File: src/rtl/coremod_sysregs.sv
module coremod_sysregs #(
  parameter int MEM_MB = 128,
  parameter int AW     = 7
) (
  input  logic          clk,
  input  logic          rst,
  input  logic          req_rd,
  input  logic          req_wr,
  input  logic [AW-1:0] req_addr,
  input  logic [31:0]   req_wdata,
  output logic [31:0]   rsp_rdata,
  output logic          rsp_err,
  output logic          sys_reset_req,
  output logic          remap_sel,
  output logic          led,
  output logic          irq_req,
  output logic          fiq_req
);

  localparam logic [31:0] ID_WORD   = 32'h411A3001;
  localparam logic [31:0] STAT_WORD = 32'h00100000;
  localparam logic [15:0] KEY       = 16'hA05F;
  localparam logic [31:0] SZ_CODE   = (MEM_MB >= 256) ? 32'h10 : (MEM_MB >= 128) ? 32'h0C :
                                      (MEM_MB >= 64)  ? 32'h08 : (MEM_MB >= 32)  ? 32'h04 : 32'h0;
  localparam logic [7:0]  SPD_SZ    = (MEM_MB >= 256) ? 8'd64 : (MEM_MB >= 128) ? 8'd32 :
                                      (MEM_MB >= 64)  ? 8'd16 : (MEM_MB >= 32)  ? 8'd4  : 8'd2;
  localparam logic [31:0] SDRAM_RST = 32'h00011122 | SZ_CODE;
  localparam int          SPD_BASE  = 64;
  localparam int          SPD_LEN   = 32;
  localparam int          WIN_END   = 128;

  function automatic logic [7:0] spd_byte(input int k);
    case (k)
      0: return 8'h80;   1: return 8'h08;   2: return 8'h04;   3: return 8'h0B;
      4: return 8'h09;   5: return 8'h01;   6: return 8'h40;   8: return 8'h02;
      9: return 8'hA0;  10: return 8'hA0;  13: return 8'h08;  15: return 8'h01;
      16: return 8'h0E; 17: return 8'h04;  18: return 8'h1C;  19: return 8'h01;
      20: return 8'h02; 21: return 8'h20;  22: return 8'hC0;  27: return 8'h30;
      28: return 8'h28; 29: return 8'h30;  30: return 8'h28;  31: return SPD_SZ;
      default: return 8'h00;
    endcase
  endfunction

  logic [31:0] osc_main, osc_aux, sdram_q, init_q, flags_q, nvflags_q, irq_en, fiq_en;
  logic [15:0] lock_q;
  logic        lvl_q;
  logic [31:0] rd_val;
  logic        hit;
  logic        unlocked;
  int unsigned wi;

  assign wi       = 32'(req_addr);
  assign unlocked = (lock_q == KEY);
  assign irq_req  = lvl_q & irq_en[0];
  assign fiq_req  = lvl_q & fiq_en[0];

  always_comb begin
    rd_val = 32'h0;
    hit    = 1'b1;
    case (wi)
      0:  rd_val = ID_WORD;
      1:  rd_val = 32'h0;
      2:  rd_val = osc_main;
      3:  rd_val = {29'h0, remap_sel, 1'b0, led};
      4:  rd_val = STAT_WORD;
      5:  rd_val = unlocked ? 32'h0001A05F : {16'h0, lock_q};
      7:  rd_val = osc_aux;
      8:  rd_val = sdram_q;
      9:  rd_val = init_q;
      12: rd_val = flags_q;
      14: rd_val = nvflags_q;
      16: rd_val = {31'h0, lvl_q & irq_en[0]};
      17: rd_val = {31'h0, lvl_q};
      18: rd_val = irq_en;
      20: rd_val = {31'h0, lvl_q};
      24: rd_val = {31'h0, lvl_q & fiq_en[0]};
      25: rd_val = {31'h0, lvl_q};
      26: rd_val = fiq_en;
      13, 15, 19, 21, 27, 32, 33, 34, 35: rd_val = 32'h0;
      default: begin
        if (wi >= SPD_BASE && wi < WIN_END) begin
          if (wi < SPD_BASE + SPD_LEN) rd_val = {24'h0, spd_byte(int'(wi) - SPD_BASE)};
        end else begin
          hit = 1'b0;
        end
      end
    endcase
  end

  always_ff @(posedge clk) begin
    if (rst) begin
      osc_main      <= 32'h01000048;
      osc_aux       <= 32'h0007FEFF;
      sdram_q       <= SDRAM_RST;
      init_q        <= 32'h00000112;
      flags_q       <= 32'h0;
      nvflags_q     <= 32'h0;
      irq_en        <= 32'h0;
      fiq_en        <= 32'h0;
      lock_q        <= 16'h0;
      lvl_q         <= 1'b0;
      led           <= 1'b0;
      remap_sel     <= 1'b0;
      sys_reset_req <= 1'b0;
      rsp_err       <= 1'b0;
      rsp_rdata     <= 32'h0;
    end else begin
      sys_reset_req <= 1'b0;
      rsp_err       <= (req_rd | req_wr) & ~hit;
      if (req_rd) rsp_rdata <= rd_val;
      if (req_wr) begin
        case (wi)
          2:  if (unlocked) osc_main <= req_wdata;
          3: begin
            led           <= req_wdata[0];
            remap_sel     <= req_wdata[2];
            sys_reset_req <= req_wdata[3];
          end
          5:  lock_q    <= req_wdata[15:0];
          7:  if (unlocked) osc_aux <= req_wdata;
          8:  sdram_q   <= req_wdata;
          9:  init_q    <= req_wdata;
          12: flags_q   <= flags_q | req_wdata;
          13: flags_q   <= flags_q & ~req_wdata;
          14: nvflags_q <= nvflags_q | req_wdata;
          15: nvflags_q <= nvflags_q & ~req_wdata;
          18: irq_en    <= irq_en | req_wdata;
          19: irq_en    <= irq_en & ~req_wdata;
          20: if (req_wdata[0]) lvl_q <= 1'b1;
          21: if (req_wdata[0]) lvl_q <= 1'b0;
          26: fiq_en    <= fiq_en | req_wdata;
          27: fiq_en    <= fiq_en & ~req_wdata;
          default: ;
        endcase
      end
    end
  end

  a_r4_osc_locked: assert property (@(posedge clk) disable iff (rst)
    (!$stable(osc_main) || !$stable(osc_aux)) |-> ($past(lock_q) == KEY));

  a_r5_remap_by_write: assert property (@(posedge clk) disable iff (rst)
    ($rose(remap_sel) || $fell(remap_sel)) |-> $past(req_wr));

  a_r6_reset_from_write: assert property (@(posedge clk) disable iff (rst)
    sys_reset_req |-> $past(req_wr));

  a_r10_irq_needs_level: assert property (@(posedge clk) disable iff (rst)
    (irq_req || fiq_req) |-> lvl_q);

  a_r12_err_after_access: assert property (@(posedge clk) disable iff (rst)
    rsp_err |-> $past(req_rd || req_wr));

endmodule

File: config.mk
export PLATFORM = sky130hd
export DESIGN_NAME = coremod_sysregs
export DESIGN_NICKNAME = d
export VERILOG_FILES = /design/src/rtl/coremod_sysregs.sv
export SDC_FILE = /design/constraint.sdc
export NUM_CORES = 1
export LEC_CHECK = 0
export BUFFER_PORTS_ARGS = -buffer_cell sky130_fd_sc_hd__buf_4
export CAP_MARGIN = 10
export CORE_UTILIZATION = 40
export DETAILED_ROUTE_END_ITERATION = 6
export GPL_TIMING_DRIVEN = 0
export PLACE_DENSITY = 0.63
export SYNTH_ARGS = -nofsm -noshare
export SYNTH_HDL_FRONTEND = slang
export SYNTH_SLANG_ARGS = --single-unit
File: constraint.sdc
create_clock -name clk -period 2.5 [get_ports clk]
set_input_delay 0.5 -clock clk [delete_from_list [all_inputs] [get_ports clk]]
set_output_delay 0.5 -clock clk [all_outputs]
set_load 0.02 [all_outputs]
# Word-level counts from Yosys, hierarchy flattened

Memories as Yosys holds them, arrays and structs flattened.
Index checks and enable logic that the tools add are counted.

Input bits: 43
Output and inout port bits: 38
Memories kept: 1
Register bits after elaboration: 309
ROM bits: 256
Word-level logic and storage cells: 102

Memory list:

| memory          | depth | bits a word | read ports | clocked after memory_dff | write ports | RTL line | RTL |
|---|---|---|---|---|---|---|---|
| (no name shown) | 32    | 8           | 1          | 0                        | 0           | 33       | `case (k)` |

Bitwise gates (word level): 16
Equal/unequal tests: 29
Multiplexer cells: 14
Add/sub/neg operators: 1
Reductions and logical operators: 23
$lt $le $gt $ge: 3

Operators by type and width:

| operator                                                   | count |
|---|---|
| case mux 32 bit (16 select lines)                          | 1 |
| case mux 32 bit (2 select lines)                           | 4 |
| AND 32 bit                                                 | 4 |
| OR 32 bit                                                  | 4 |
| equality test 7 x 5 -> 1 bit, second input constant        | 10 |
| equality test 7 x 4 -> 1 bit, second input constant        | 6 |
| zero test 32 bit                                           | 1 |
| inverter 32 bit                                            | 1 |
| equality test 7 x 6 -> 1 bit, second input constant        | 4 |
| zero test 27 bit                                           | 1 |
| OR reduction 27 bit                                        | 1 |
| 2-to-1 mux 8 bit                                           | 3 |
| equality test 7 x 3 -> 1 bit, second input constant        | 3 |
| 2-to-1 mux 17 bit                                          | 1 |
| equality test 16 bit, second input constant                | 1 |
| AND reduction 2 bit                                        | 8 |
| equality test 7 x 2 -> 1 bit, second input constant        | 2 |
| nonzero test 2 bit                                         | 5 |
| OR reduction 10 bit                                        | 1 |
| less-than comparator 7 x 8 -> 1 bit, second input constant | 1 |
| subtractor 7 x 7 -> 8 bit, second input constant           | 1 |
| equality test 7 x 1 -> 1 bit, second input constant        | 1 |
| >= comparator 7 bit, second input constant                 | 1 |
| less-than comparator 7 bit, second input constant          | 1 |
| other kinds (10)                                           | 20 |

# Depth between registers and ports, before layout

Gate-level depths: netlist (run 1).

Depth after elaboration: 6
Gate-level depth with buffers: 11
Depth with buffers taken out: 7

# Least setup slack after synthesis (run 1)

Ideal clock, no wire load.

Path kind: input to register
Start point: input port req_addr[0]
End point: register rsp_rdata[23]
Path slack: 0.363 ns
Library setup time: 0.134 ns
Cell stages on the path: 9
Data arrival time: 2.003 ns
Path buffers: 3
Data required time: 2.366 ns
Path through: inv_1 ha_1 clkbuf_1 and3_1 and2_1 buf_4 buf_2 a222oi_1 a31oi_1

Word-level cells in the longest chain between the ends: 3
Elaborated cells between the ends (all ways): 30
Those cells by class: 26 x eq/ne; 1 x mux; 3 x reduce/logical

Ends and longest elaborated chain:

| what                                                                | RTL line | RTL |
|---|---|---|
| from (decl)                                                         | 9        | `input logic [AW-1:0] req_addr,` |
| equality test 7 x 5 -> 1 bit, or another cell as far along          | 60       | `case (wi)` |
| OR reduction 10 bit (no line) or OR reduction 3 bit (tied branches) | --       |  |
| case mux 32 bit (16 select lines) *                                 | 60       |  |
| to (signal assigned)                                                | 110      | `if (req_rd) rsp_rdata <= rd_val;` |
| to (decl)                                                           | 11       | `output logic [31:0] rsp_rdata,` |

Every way passes the cells marked *; elsewhere a longest branch is shown, timed or not.
A chain may end at the register's enable or synchronous reset.

# Worst setup path in the final report (run 1)

Start point: input port req_addr[1]
End point: register init_q[18]

Word-level cells in the longest chain between the ends: 2

Ends and longest elaborated chain:

| what                          | RTL line | RTL |
|---|---|---|
| equality test 7 x 4 -> 1 bit  | 112      | `case (wi)` |
| AND reduction 2 bit (no line) | --       |  |
| to (signal assigned)          | 122      | `9: init_q <= req_wdata;` |
| to (decl)                     | 44       | `logic [31:0] osc_main, osc_aux, sdram_q, init_q, flags_q, nvflags_q, irq_en, fiq_en;` |

No other way between the ends.

==> out/results.tsv, run 1 <==
stage	metric	value	unit
logic_synthesis	number of synthesized flops with an enable pin	0	
worst_setup_path	CP Launch Type	input pin	
clock_network	CTS Buf Count	35	
logic_synthesis	dominant cells by area after synthesis	dfxtp_1 45%, nand2_1 9.9%, a21oi_1 6.9%	
logic_synthesis	Synth Area in XOR/XNOR	0.1275	%
timing	hold_ws	0.1884	ns
detailed_routing	number of remaining DRC errors	0	
flow_run	number of max-cap violations	0	
logic_synthesis	adder-cell share of the synthesized area	0.4555	%
timing	final setup vio count	0	
global_route	largest net degree at the start of global routing	14	
clock_network	clk sinks	309	
timing	Slew headroom	19.18	%
timing	min cycle time layout	2.438	ns
logic_synthesis	post-synth top area share	45.04	%
floorplan	Top Ports	81	
timing	Peak Freq	0.4102	GHz
logic_synthesis	sequential fraction of the synthesis area	45.04	%
placed_design	Placer Congestion	0.9437	
detailed_routing	DRT antenna net count	0	
global_route	GRT Resource Usage Total	30.66	%
placed_design	Detail Placement HPWL	35900	um
detailed_routing	Routed WL per cell	25.71	um
clock_network	CTS max path bufs	3	
floorplan	Die H	187.3	um
floorplan	# rows	67	
logic_synthesis	Yosys cell types	62	
logic_synthesis	Post-Syn Area per Cell	8.687	um2
floorplan	core area	33700	um2
worst_setup_path	WP data arrival	2.81	ns
clock_network	clk root buf	clkbuf_16	
timing	worst-margin pin slew	1.212	ns
logic_synthesis	Mapped Cells	1581	
logic_synthesis	largest family of logic cells by synthesized area	compound AO/OA/AOI/OAI gates	
pwr	VDD IR max	0.4621	mV
min_path	HP Class	in2reg	
timing	setup TNS	0	ns
cells_and_area	final design utilization	47.24	%
floorplan	die area	35080	um2
min_path	hold depth	2	
logic_synthesis	leading area contributor after synthesis	dfxtp_1	
timing	Clock Skews	0.02263	ns
detailed_routing	First-pass DRT Iterations	6	
worst_setup_path	crit path max fanout	10	
global_route	GR Overflow Total	0	
detailed_routing	detailed-route via count	13330	
clock_network	Post-CTS Setup Inserts	0	
floorplan	Initial Util	40.76	%
logic_synthesis	post-synth net total	1629	
timing	fin crit share	97.52	%
logic_synthesis	synthesis warning total	0	
cells_and_area	layout cell share with drive strength beyond 1	14.21	%
worst_setup_path	Critical Path RT	2.87	ns
timing	Final Hold Vio Count	0	
timing	Final Slew Violations	0	
run_status	outcome	complete, no violations	
clock_network	TritonCTS clock tree	done	
clock_network	clock latency at the later pin of the worst-skew pair	0.54	ns
detailed_routing	Routed WL	55320	um
detailed_routing	Vias/cell	6.194	
cells_and_area	area grow syn2layout	15.92	%
logic_synthesis	Simple-Gate Fraction of Synth Area	19.40	%
global_route	initial antenna violation count	2	
detailed_routing	Starting DRT DRC Count	2043	
logic_synthesis	mux cell area share after synthesis	4.810	%
clock_network	htree depth	2	
global_route	first-pass GRT wire length	80710	um
pwr	LEAKAGE	5.966	nW
logic_synthesis	synthesized area	13730	um2
cells_and_area	Layout Cell Area excl Fill	15920	um2
floorplan	die extent in x	187.3	um
worst_setup_path	Worst Reg-to-Reg Cells	6	
logic_synthesis	fraction of registers with async set/reset	0	%
logic_synthesis	Synth Register Bits	309	
clock_network	# hold bufs at CTS	0	
global_route	vias in the first global route	12481	
worst_setup_path	Setup CP Type	in2reg	
placed_design	placed standard-cell area	14780	um2
logic_synthesis	Main synth FF type	dfxtp_1	
timing	RSZ-0062 raised after global routing	false	
clock_network	clk slew on worst S/H paths	0.06	ns
placed_design	IO Port Bufs	64	
pwr	P per Cell Area	676.2	nW/um2
pwr	total power	10.76	mW
worst_setup_path	Worst Setup End Kind	register	
logic_synthesis	post-synthesis compound-gate area fraction	22.50	%
cells_and_area	final net count	1729	
[layout by cell type (no fill, tap or decap), drive strengths merged, types with 13 or more instances in the layout]
cell | Yosys | layout
nand2 | 361 | 361
dfxtp | 309 | 309
a21oi | 193 | 193
buf | 96 | 158
clkbuf | 83 | 130
mux2i | 66 | 66
nand2b | 64 | 64
a311oi | 47 | 47
a211oi | 40 | 40
a222oi | 40 | 40
a221oi | 33 | 33
nand3b | 31 | 31
nor2 | 26 | 26
a22oi | 22 | 22
and3 | 21 | 21
a31oi | 15 | 15
and2 | 15 | 15
o21bai | 14 | 14
o21ai | 13 | 13
[metrics by stage]
step / setup slack (ns) / cells
floorplan: 0.3633 / 1581
CTS: 0.01538 / 2151
detailed placement: -0.7931 / 2093
global route: 0.008941 / 2152
global placement: -0.7803 / 2093
finish: 0.06200 / 2152
[final timing paths]
kind,start,to,slack (ns)
setup / recovery,req_addr[1],init_q[18],0.06
hold / removal,req_wdata[27],register,0.19
setup reg to reg,lock_q[7],osc_main[27],0.07
hold reg to reg,osc_aux[28],osc_aux[28],0.45
[power by group]
group	internal [mW]	total (mW)	switching, mW
clock	2.87	5.02	2.16
combinational	0.243	0.753	0.511
sequential	4.96	4.99	0.0266
total	8.07	10.8	2.70
[critical path: stages]
cell,delay (ns)
buf_4,0.13
inv_1,0.07
ha_1,0.24
clkbuf_2,0.27
and3_1,0.33
buf_2,0.39
nand2_1,0.25
clkbuf_1,0.39
nand2_1,0.16
a21oi_1,0.07
[layer usage]
layer  up-vias  share of wire (%)  global-route usage [%]
met5         -              0.023                       0
met4         2                4.9                   15.35
met3       183                 11                   5.629
met2       896                 44                   46.98
met1      6398                 40                   41.23
li1       5851                  -                       -
[timing repair]
item / in CTS / in global routing
hold endpoints to repair: 0 / 0
endpoints found under the setup margin: 88 / 99
gates resized for setup: 9 / 24
[cells by family (layout without fill, tap and decap cells)]
kind of cell / after synthesis / in the layout
AOI/OAI and AO/OA: 447 / 447
and+or+nand+nor: 565 / 565
adders and majority gates: 5 / 5
other: 0 / 1
muxes: 66 / 66
buffers and inverters: 187 / 309
xor gates and xnor gates: 2 / 2
DFF: 309 / 309
[cells in the mapped netlist, types with 31 or more instances]
| cell type | n |
|---|---|
| a211oi_1 | 40 |
| a21oi_1 | 189 |
| a221oi_1 | 33 |
| a222oi_1 | 40 |
| a311oi_1 | 47 |
| buf_2 | 58 |
| clkbuf_1 | 83 |
| dfxtp_1 | 309 |
| mux2i_1 | 66 |
| nand2_1 | 361 |
| nand2b_1 | 64 |
| nand3b_1 | 31 |
[final cells by class]
class / instances / area (um2)
fill: 3320 / 17780
buffer: 178 / 1050
clock buffer: 46 / 978.4
timing repair buffer: 64 / 480.5
clock inverter: 13 / 110.1
sequential: 309 / 6186
multi-input combinational: 1085 / 6523
inverter: 8 / 30.03
tap: 448 / 560.5
antenna: 1 / 2.502
No activity file was read; power rests on OpenSTA's default activity.
==> run 2: changes to the inputs <==
BUFFER_PORTS_ARGS = default   (was -buffer_cell sky130_fd_sc_hd__buf_4)
DONT_BUFFER_PORTS = 1   (was default)
PLACE_DENSITY = 0.61   (was 0.63)
==> out/results.tsv, run 2 (same netlist as run 1, synthesis figures left out) <==
stage	metric	value	unit	change
worst_setup_path	Reg2Reg Setup Slack	0.13	ns	+0.06 ns
pwr	Comb pwr share	5.6	%	-1.4 points
flow_run	number of max-cap violations	0		unchanged
detailed_routing	WL met1	22260	um	+0.30%
placed_design	placed standard-cell area	14300	um2	-3.3%
worst_setup_path	Critical Path RT	2.93	ns	+0.06 ns
detailed_routing	DRT antenna net count	0		unchanged
worst_setup_path	Worst Setup End Kind	register		
timing	worst-margin pin slew	1.158	ns	-0.05416 ns
clock_network	CTS max path bufs	3		unchanged
timing	RSZ-0062 raised after global routing	false		
pwr	Reg power frac	45.0	%	-1.3 points
worst_setup_path	Worst Reg-to-Reg Cells	6		unchanged
timing	Peak Freq	0.4047	GHz	-1.3%
floorplan	Initial Util	40.76	%	unchanged
global_route	largest net degree at the start of global routing	15		+1
clock_network	# hold bufs at CTS	0		unchanged
timing	fin crit share	98.83	%	+1.3 points
floorplan	die area	35080	um2	unchanged
worst_setup_path	worst setup path start	req_addr[0]		
pwr	P per Cell Area	718.1	nW/um2	+6.2%
clock_network	Post-CTS Setup Inserts	0		unchanged
cells_and_area	area grow syn2layout	13.22	%	
detailed_routing	First-pass DRT Iterations	7		+1
worst_setup_path	Setup CP Type	in2reg		
cells_and_area	most common cell after layout, fill and taps aside	nand2_1		
floorplan	die extent in x	187.3	um	unchanged
placed_design	Detail Placement HPWL	36160	um	+0.74%
worst_setup_path	r2r startpoint	lock_q[7]		
detailed_routing	detailed-route via count	12921		-3.1%
cells_and_area	Layout Cell Area excl Fill	15550	um2	-2.3%
detailed_routing	wire length on met3	6060	um	-2.1%
pwr	clock share of power	49.4	%	+2.7 points
detailed_routing	Routed WL	55390	um	+0.11%
detailed_routing	Starting DRT DRC Count	2071		+1.4%
timing	Slew headroom	22.79	%	+3.6 points
worst_setup_path	crit path max fanout	10		unchanged
pwr	switching pwr	2.718	mW	+0.83%
min_path	hold depth	2		unchanged
pwr	Pint	8.448	mW	+4.7%
clock_network	clk root buf	clkbuf_16		
pwr	sw frac	24.34	%	-0.70 points
placed_design	IO Port Bufs	0		-100%
floorplan	Die H	187.3	um	unchanged
cells_and_area	Fillers	3336		+0.48%
cells_and_area	Post-Layout Cell Count	2093		-2.7%
min_path	Hold Path Sink	sdram_q[0]		
min_path	min-delay src	req_wdata[0]		
timing	final worst slack	0.02924	ns	-0.03277 ns
worst_setup_path	WP data arrival	2.90	ns	+0.09 ns
floorplan	core area	33700	um2	unchanged
clock_network	CTS Buf Count	35		unchanged
pwr	LEAKAGE	5.693	nW	-4.6%
timing	Clock Skews	0.02273	ns	+0.0001022 ns
detailed_routing	Vias/cell	6.173		-0.34%
timing	setup TNS	0	ns	unchanged
timing	Final Hold Vio Count	0		unchanged
clock_network	clock latency at the later pin of the worst-skew pair	0.54	ns	about the same
global_route	GRT Resource Usage Total	30.95	%	+0.29 points
worst_setup_path	reg2reg end	osc_aux[29]		
clock_network	TritonCTS clock tree	done		
placed_design	Placer Congestion	0.9101		-3.6%
detailed_routing	Routed WL per cell	26.46	um	+2.9%
cells_and_area	most frequent cells in the layout	361 x nand2_1, 309 x dfxtp_1, 189 x a21oi_1		
detailed_routing	number of remaining DRC errors	0		unchanged
floorplan	# rows	67		unchanged
cells_and_area	final net count	1665		-3.7%
clock_network	htree depth	2		unchanged
placed_design	DP Worst Slack	-0.5856	ns	+0.2075 ns
worst_setup_path	CP Launch Type	input pin		
cells_and_area	layout cell share with drive strength beyond 1	10.77	%	-3.4 points
run_status	outcome	complete, no violations		
pwr	total power	11.17	mW	+3.7%
min_path	HP Class	in2reg		
global_route	vias in the first global route	12204		-2.2%
clock_network	# resized after CTS	2		-7
detailed_routing	DR WL met2	24770	um	+2.3%
floorplan	Top Ports	81		unchanged
timing	Final Slew Violations	0		unchanged
clock_network	clk slew on worst S/H paths	0.07	ns	about the same
timing	final setup vio count	0		unchanged
placed_design	Inst Count DP	2029		-3.1%
global_route	first-pass GRT wire length	81030	um	+0.40%
global_route	GR Overflow Total	0		unchanged
clock_network	clk sinks	309		unchanged
timing	min cycle time layout	2.471	ns	+0.03277 ns
pwr	VDD IR max	0.4384	mV	-5.1%
detailed_routing	Max Used Layer	met4		
global_route	initial antenna violation count	2		unchanged
==> run 2: worst max-delay path, stage by stage <==
cell and delay (ns):
inv_1 0.08, ha_1 0.43, and3_1 0.24, and2_1 0.41, buf_4 0.34, buf_2 0.43
a221oi_1 0.18, a211oi_1 0.26
==> run 2: power groups by stage <==
stage | clock network [mW] | registers (mW) | logic (mW)
6_report | 5.51 | 5.02 | 0.628
5_1_grt | 5.75 | 5.03 | 0.651
4_1_cts | 5.52 | 5.02 | 0.608
3_5_place_dp | 0 | 5.13 | 0.606
3_3_place_gp | 0 | 5.13 | 0.602
2_1_floorplan | 0 | 5.12 | 0.381
==> run 2: metal layers <==
metal	GRT usage (%)	up-vias
met5	0	-
met4	13.81	0
met3	6.398	150
met2	48.38	774
met1	41.01	6267
li1	-	5730
==> run 2: cell type report <==
class	count	area, um2	share of cell area, %
diodes	2	5.005	0.03219
plain buffers	178	1036	6.662
clock buffers	46	1018	6.550
clock inverters	17	207.7	1.336
inverters	8	30.03	0.1931
multi-input cells	1085	6506	41.84
flip-flops and latches	309	6186	39.78
well taps	448	560.5	3.605
==> run 2: how the worst max path moves through the flow <==
| stage | end | slack [ns] |
|---|---|---|
| floorplan | rsp_rdata[23] | 0.36 |
| global placement | register | -0.63 |
| detailed placement | register | -0.59 |
| CTS | rsp_rdata[5] | 0.02 |
| global route | rsp_rdata[24] | 0.02 |
| finish | rsp_rdata[5] | 0.03 |
==> run 2: metrics by stage <==
stage / util [%] / hold slack, ns
after global placement: 42.42 / 0.4377
after detailed placement: 42.42 / 0.4431
after global routing: 46.14 / 0.1046
final: 46.14 / 0.1011
after floorplan: - / 0.4297
after CTS: 46.08 / 0.09707
==> run 3: changes to the inputs <==
==> constraint.sdc (replaced) <==
create_clock -name clk -period 2.5 [get_ports clk]
set_input_delay 0 -clock clk [delete_from_list [all_inputs] [get_ports clk]]
set_output_delay 0 -clock clk [all_outputs]
set_load 0.02 [all_outputs]
==> out/results.tsv, run 3 (same netlist as run 1, synthesis figures left out) <==
stage	metric	value	unit	change
floorplan	Initial Util	40.76	%	unchanged
placed_design	Placer Congestion	0.9101		unchanged
clock_network	clk slew on worst S/H paths	0.07	ns	about the same
detailed_routing	detailed-route via count	13184		+2.0%
cells_and_area	Post-Layout Cell Count	2134		+2.0%
timing	Final Hold Vio Count	0		unchanged
worst_setup_path	delay-heaviest family, CP	simple AND/OR/NAND/NOR gates		
timing	fin crit share	96.56	%	-2.3 points
cells_and_area	final net count	1707		+2.5%
worst_setup_path	Cell Chain, Critical Path	or4_4 > nor4_4 > nand3_1 > clkbuf_1 > nand2_1 > a21oi_1		
detailed_routing	number of remaining DRC errors	0		unchanged
timing	hold_ws	0.008325	ns	-0.09282 ns
clock_network	Post-CTS Setup Inserts	0		unchanged
detailed_routing	First-pass DRT Iterations	7		unchanged
worst_setup_path	CP bufs+invs	1		-2
clock_network	CTS max path bufs	3		unchanged
placed_design	Detail Placement HPWL	36160	um	unchanged
timing	Clock Skews	0.02005	ns	-0.002683 ns
timing	min cycle time layout	2.414	ns	-0.05675 ns
timing	worst-margin pin slew	1.186	ns	+0.02806 ns
min_path	HP Class	in2reg		
detailed_routing	Routed WL	55890	um	+0.92%
worst_setup_path	CP max-delay cell	or4_4		
floorplan	Die H	187.3	um	unchanged
worst_setup_path	crit path max fanout	10		unchanged
worst_setup_path	WP data arrival	2.79	ns	-0.11 ns
floorplan	Top Ports	81		unchanged
global_route	largest net degree at the start of global routing	15		unchanged
floorplan	core area	33700	um2	unchanged
cells_and_area	most common cell after layout, fill and taps aside	nand2_1		
clock_network	CTS Buf Count	35		unchanged
clock_network	htree depth	2		unchanged
placed_design	Inst Count DP	2029		unchanged
clock_network	clk root buf	clkbuf_16		
detailed_routing	Vias/cell	6.178		about the same
global_route	GRT Resource Usage Total	31.21	%	+0.26 points
global_route	initial antenna violation count	2		unchanged
cells_and_area	layout cell share with drive strength beyond 1	10.21	%	-0.57 points
worst_setup_path	Critical Path RT	2.87	ns	-0.06 ns
cells_and_area	final design utilization	47.29	%	+1.1 points
pwr	VDD IR max	0.4376	mV	-0.20%
worst_setup_path	CP Launch Type	register		
timing	Peak Freq	0.4142	GHz	+2.4%
clock_network	clock latency at the later pin of the worst-skew pair	0.54	ns	about the same
worst_setup_path	Worst Setup End Kind	register		
floorplan	die extent in x	187.3	um	unchanged
cells_and_area	area grow syn2layout	16.03	%	
floorplan	# rows	67		unchanged
global_route	GR Overflow Total	0		unchanged
cells_and_area	most frequent cells in the layout	361 x nand2_1, 309 x dfxtp_1, 189 x a21oi_1		
placed_design	IO Port Bufs	0		unchanged
global_route	vias in the first global route	12411		+1.7%
detailed_routing	Routed WL per cell	26.19	um	-1.0%
global_route	first-pass GRT wire length	81790	um	+0.94%
timing	Final Slew Violations	0		unchanged
floorplan	die area	35080	um2	unchanged
detailed_routing	Starting DRT DRC Count	2060		-0.53%
pwr	total power	11.24	mW	+0.63%
clock_network	clk sinks	309		unchanged
pwr	P per Cell Area	705.1	nW/um2	-1.8%
timing	final worst slack	0.08599	ns	+0.05675 ns
clock_network	TritonCTS clock tree	done		
placed_design	DP Worst Slack	-0.08557	ns	+0.5000 ns
cells_and_area	Fillers	3329		-0.21%
worst_setup_path	Crit path largest cell delay	0.56	ns	+0.13 ns
timing	RSZ-0062 raised after global routing	false		
timing	final setup vio count	0		unchanged
worst_setup_path	Setup CP Type	reg2reg		
flow_run	number of max-cap violations	0		unchanged
timing	Slew headroom	20.92	%	-1.9 points
pwr	LEAKAGE	5.850	nW	+2.8%
run_status	outcome	complete, no violations		
detailed_routing	DRT antenna net count	0		unchanged
## run 3: cell types whose count changed in the layout (fill, tap and decap cells not counted)
cell,change
dlygate4sd3_1,+41
nor3b_1,+1
diode_2,-1
nor3_2,-1
clkbuf_1,+4
buf_2,+3
nor3b_2,-1
buf_6,-1
nor3_1,+1
clkbuf_4,-2
clkbuf_2,-3
## run 3: layout make-up
class	instances	area, um2	share of cell area (%)
Multi-Input combinational cell	1085	6496	40.76
Sequential cell	309	6186	38.82
Buffer	179	1025	6.430
Clock buffer	46	1018	6.391
Tap cell	448	560.5	3.517
Timing Repair Buffer	41	410.4	2.575
Clock inverter	17	207.7	1.303
Inverter	8	30.03	0.1884
Antenna cell	1	2.502	0.01570
## run 3: worst paths after layout
path,to,cells past startpoint,slack [ns],start
worst max-delay path,osc_aux[30],6,0.09,lock_q[7]
worst max register to register,osc_aux[30],6,0.09,lock_q[7]
worst min register to register,osc_main[9],2,0.45,osc_main[9]
worst min-delay path,rsp_err,4,0.008,req_addr[2]
## run 3: report_power, final
group	leakage, nW	switching (mW)	internal [mW]
Sequential	2.50	0.0627	4.96
Combinational	2.74	0.467	0.225
Clock	0.616	2.22	3.30
Total	5.85	2.75	8.49
## run 3: through the flow
| stage | TNS [ns] | area, um2 |
|---|---|---|
| after detailed placement | -0.8822 | 14300 |
| after CTS | 0 | 15930 |
| after global placement | -1.726 | 14300 |
| final | 0 | 15940 |
| after global routing | 0 | 15940 |
| after floorplan | 0 | 13730 |
## run 3: routing by layer
layer | share of wire, % | vias to the layer above | wire length [um] | GRT usage, %
met1 | 40 | 6418 | 22280 | 40.91
li1 | - | 5822 | - | -
met3 | 11 | 151 | 6271 | 7.092
met2 | 45 | 793 | 25080 | 49.04
met4 | 4.0 | 0 | 2259 | 13.49
met5 | 0 | - | 0 | 0
## run 3: worst min-delay path, stage by stage
cell and delay [ns]:
nand2_1 0.12, o21ai_0 0.09, a21oi_1 0.14, o311a_1 0.14
## run 3: what timing repair did
item / 4_1_cts / 5_1_grt
gates resized for setup: 0 / 4
endpoints found under the setup margin: 0 / 6
hold buffers: 41 / 0
endpoints found under the hold margin: 270 / 0
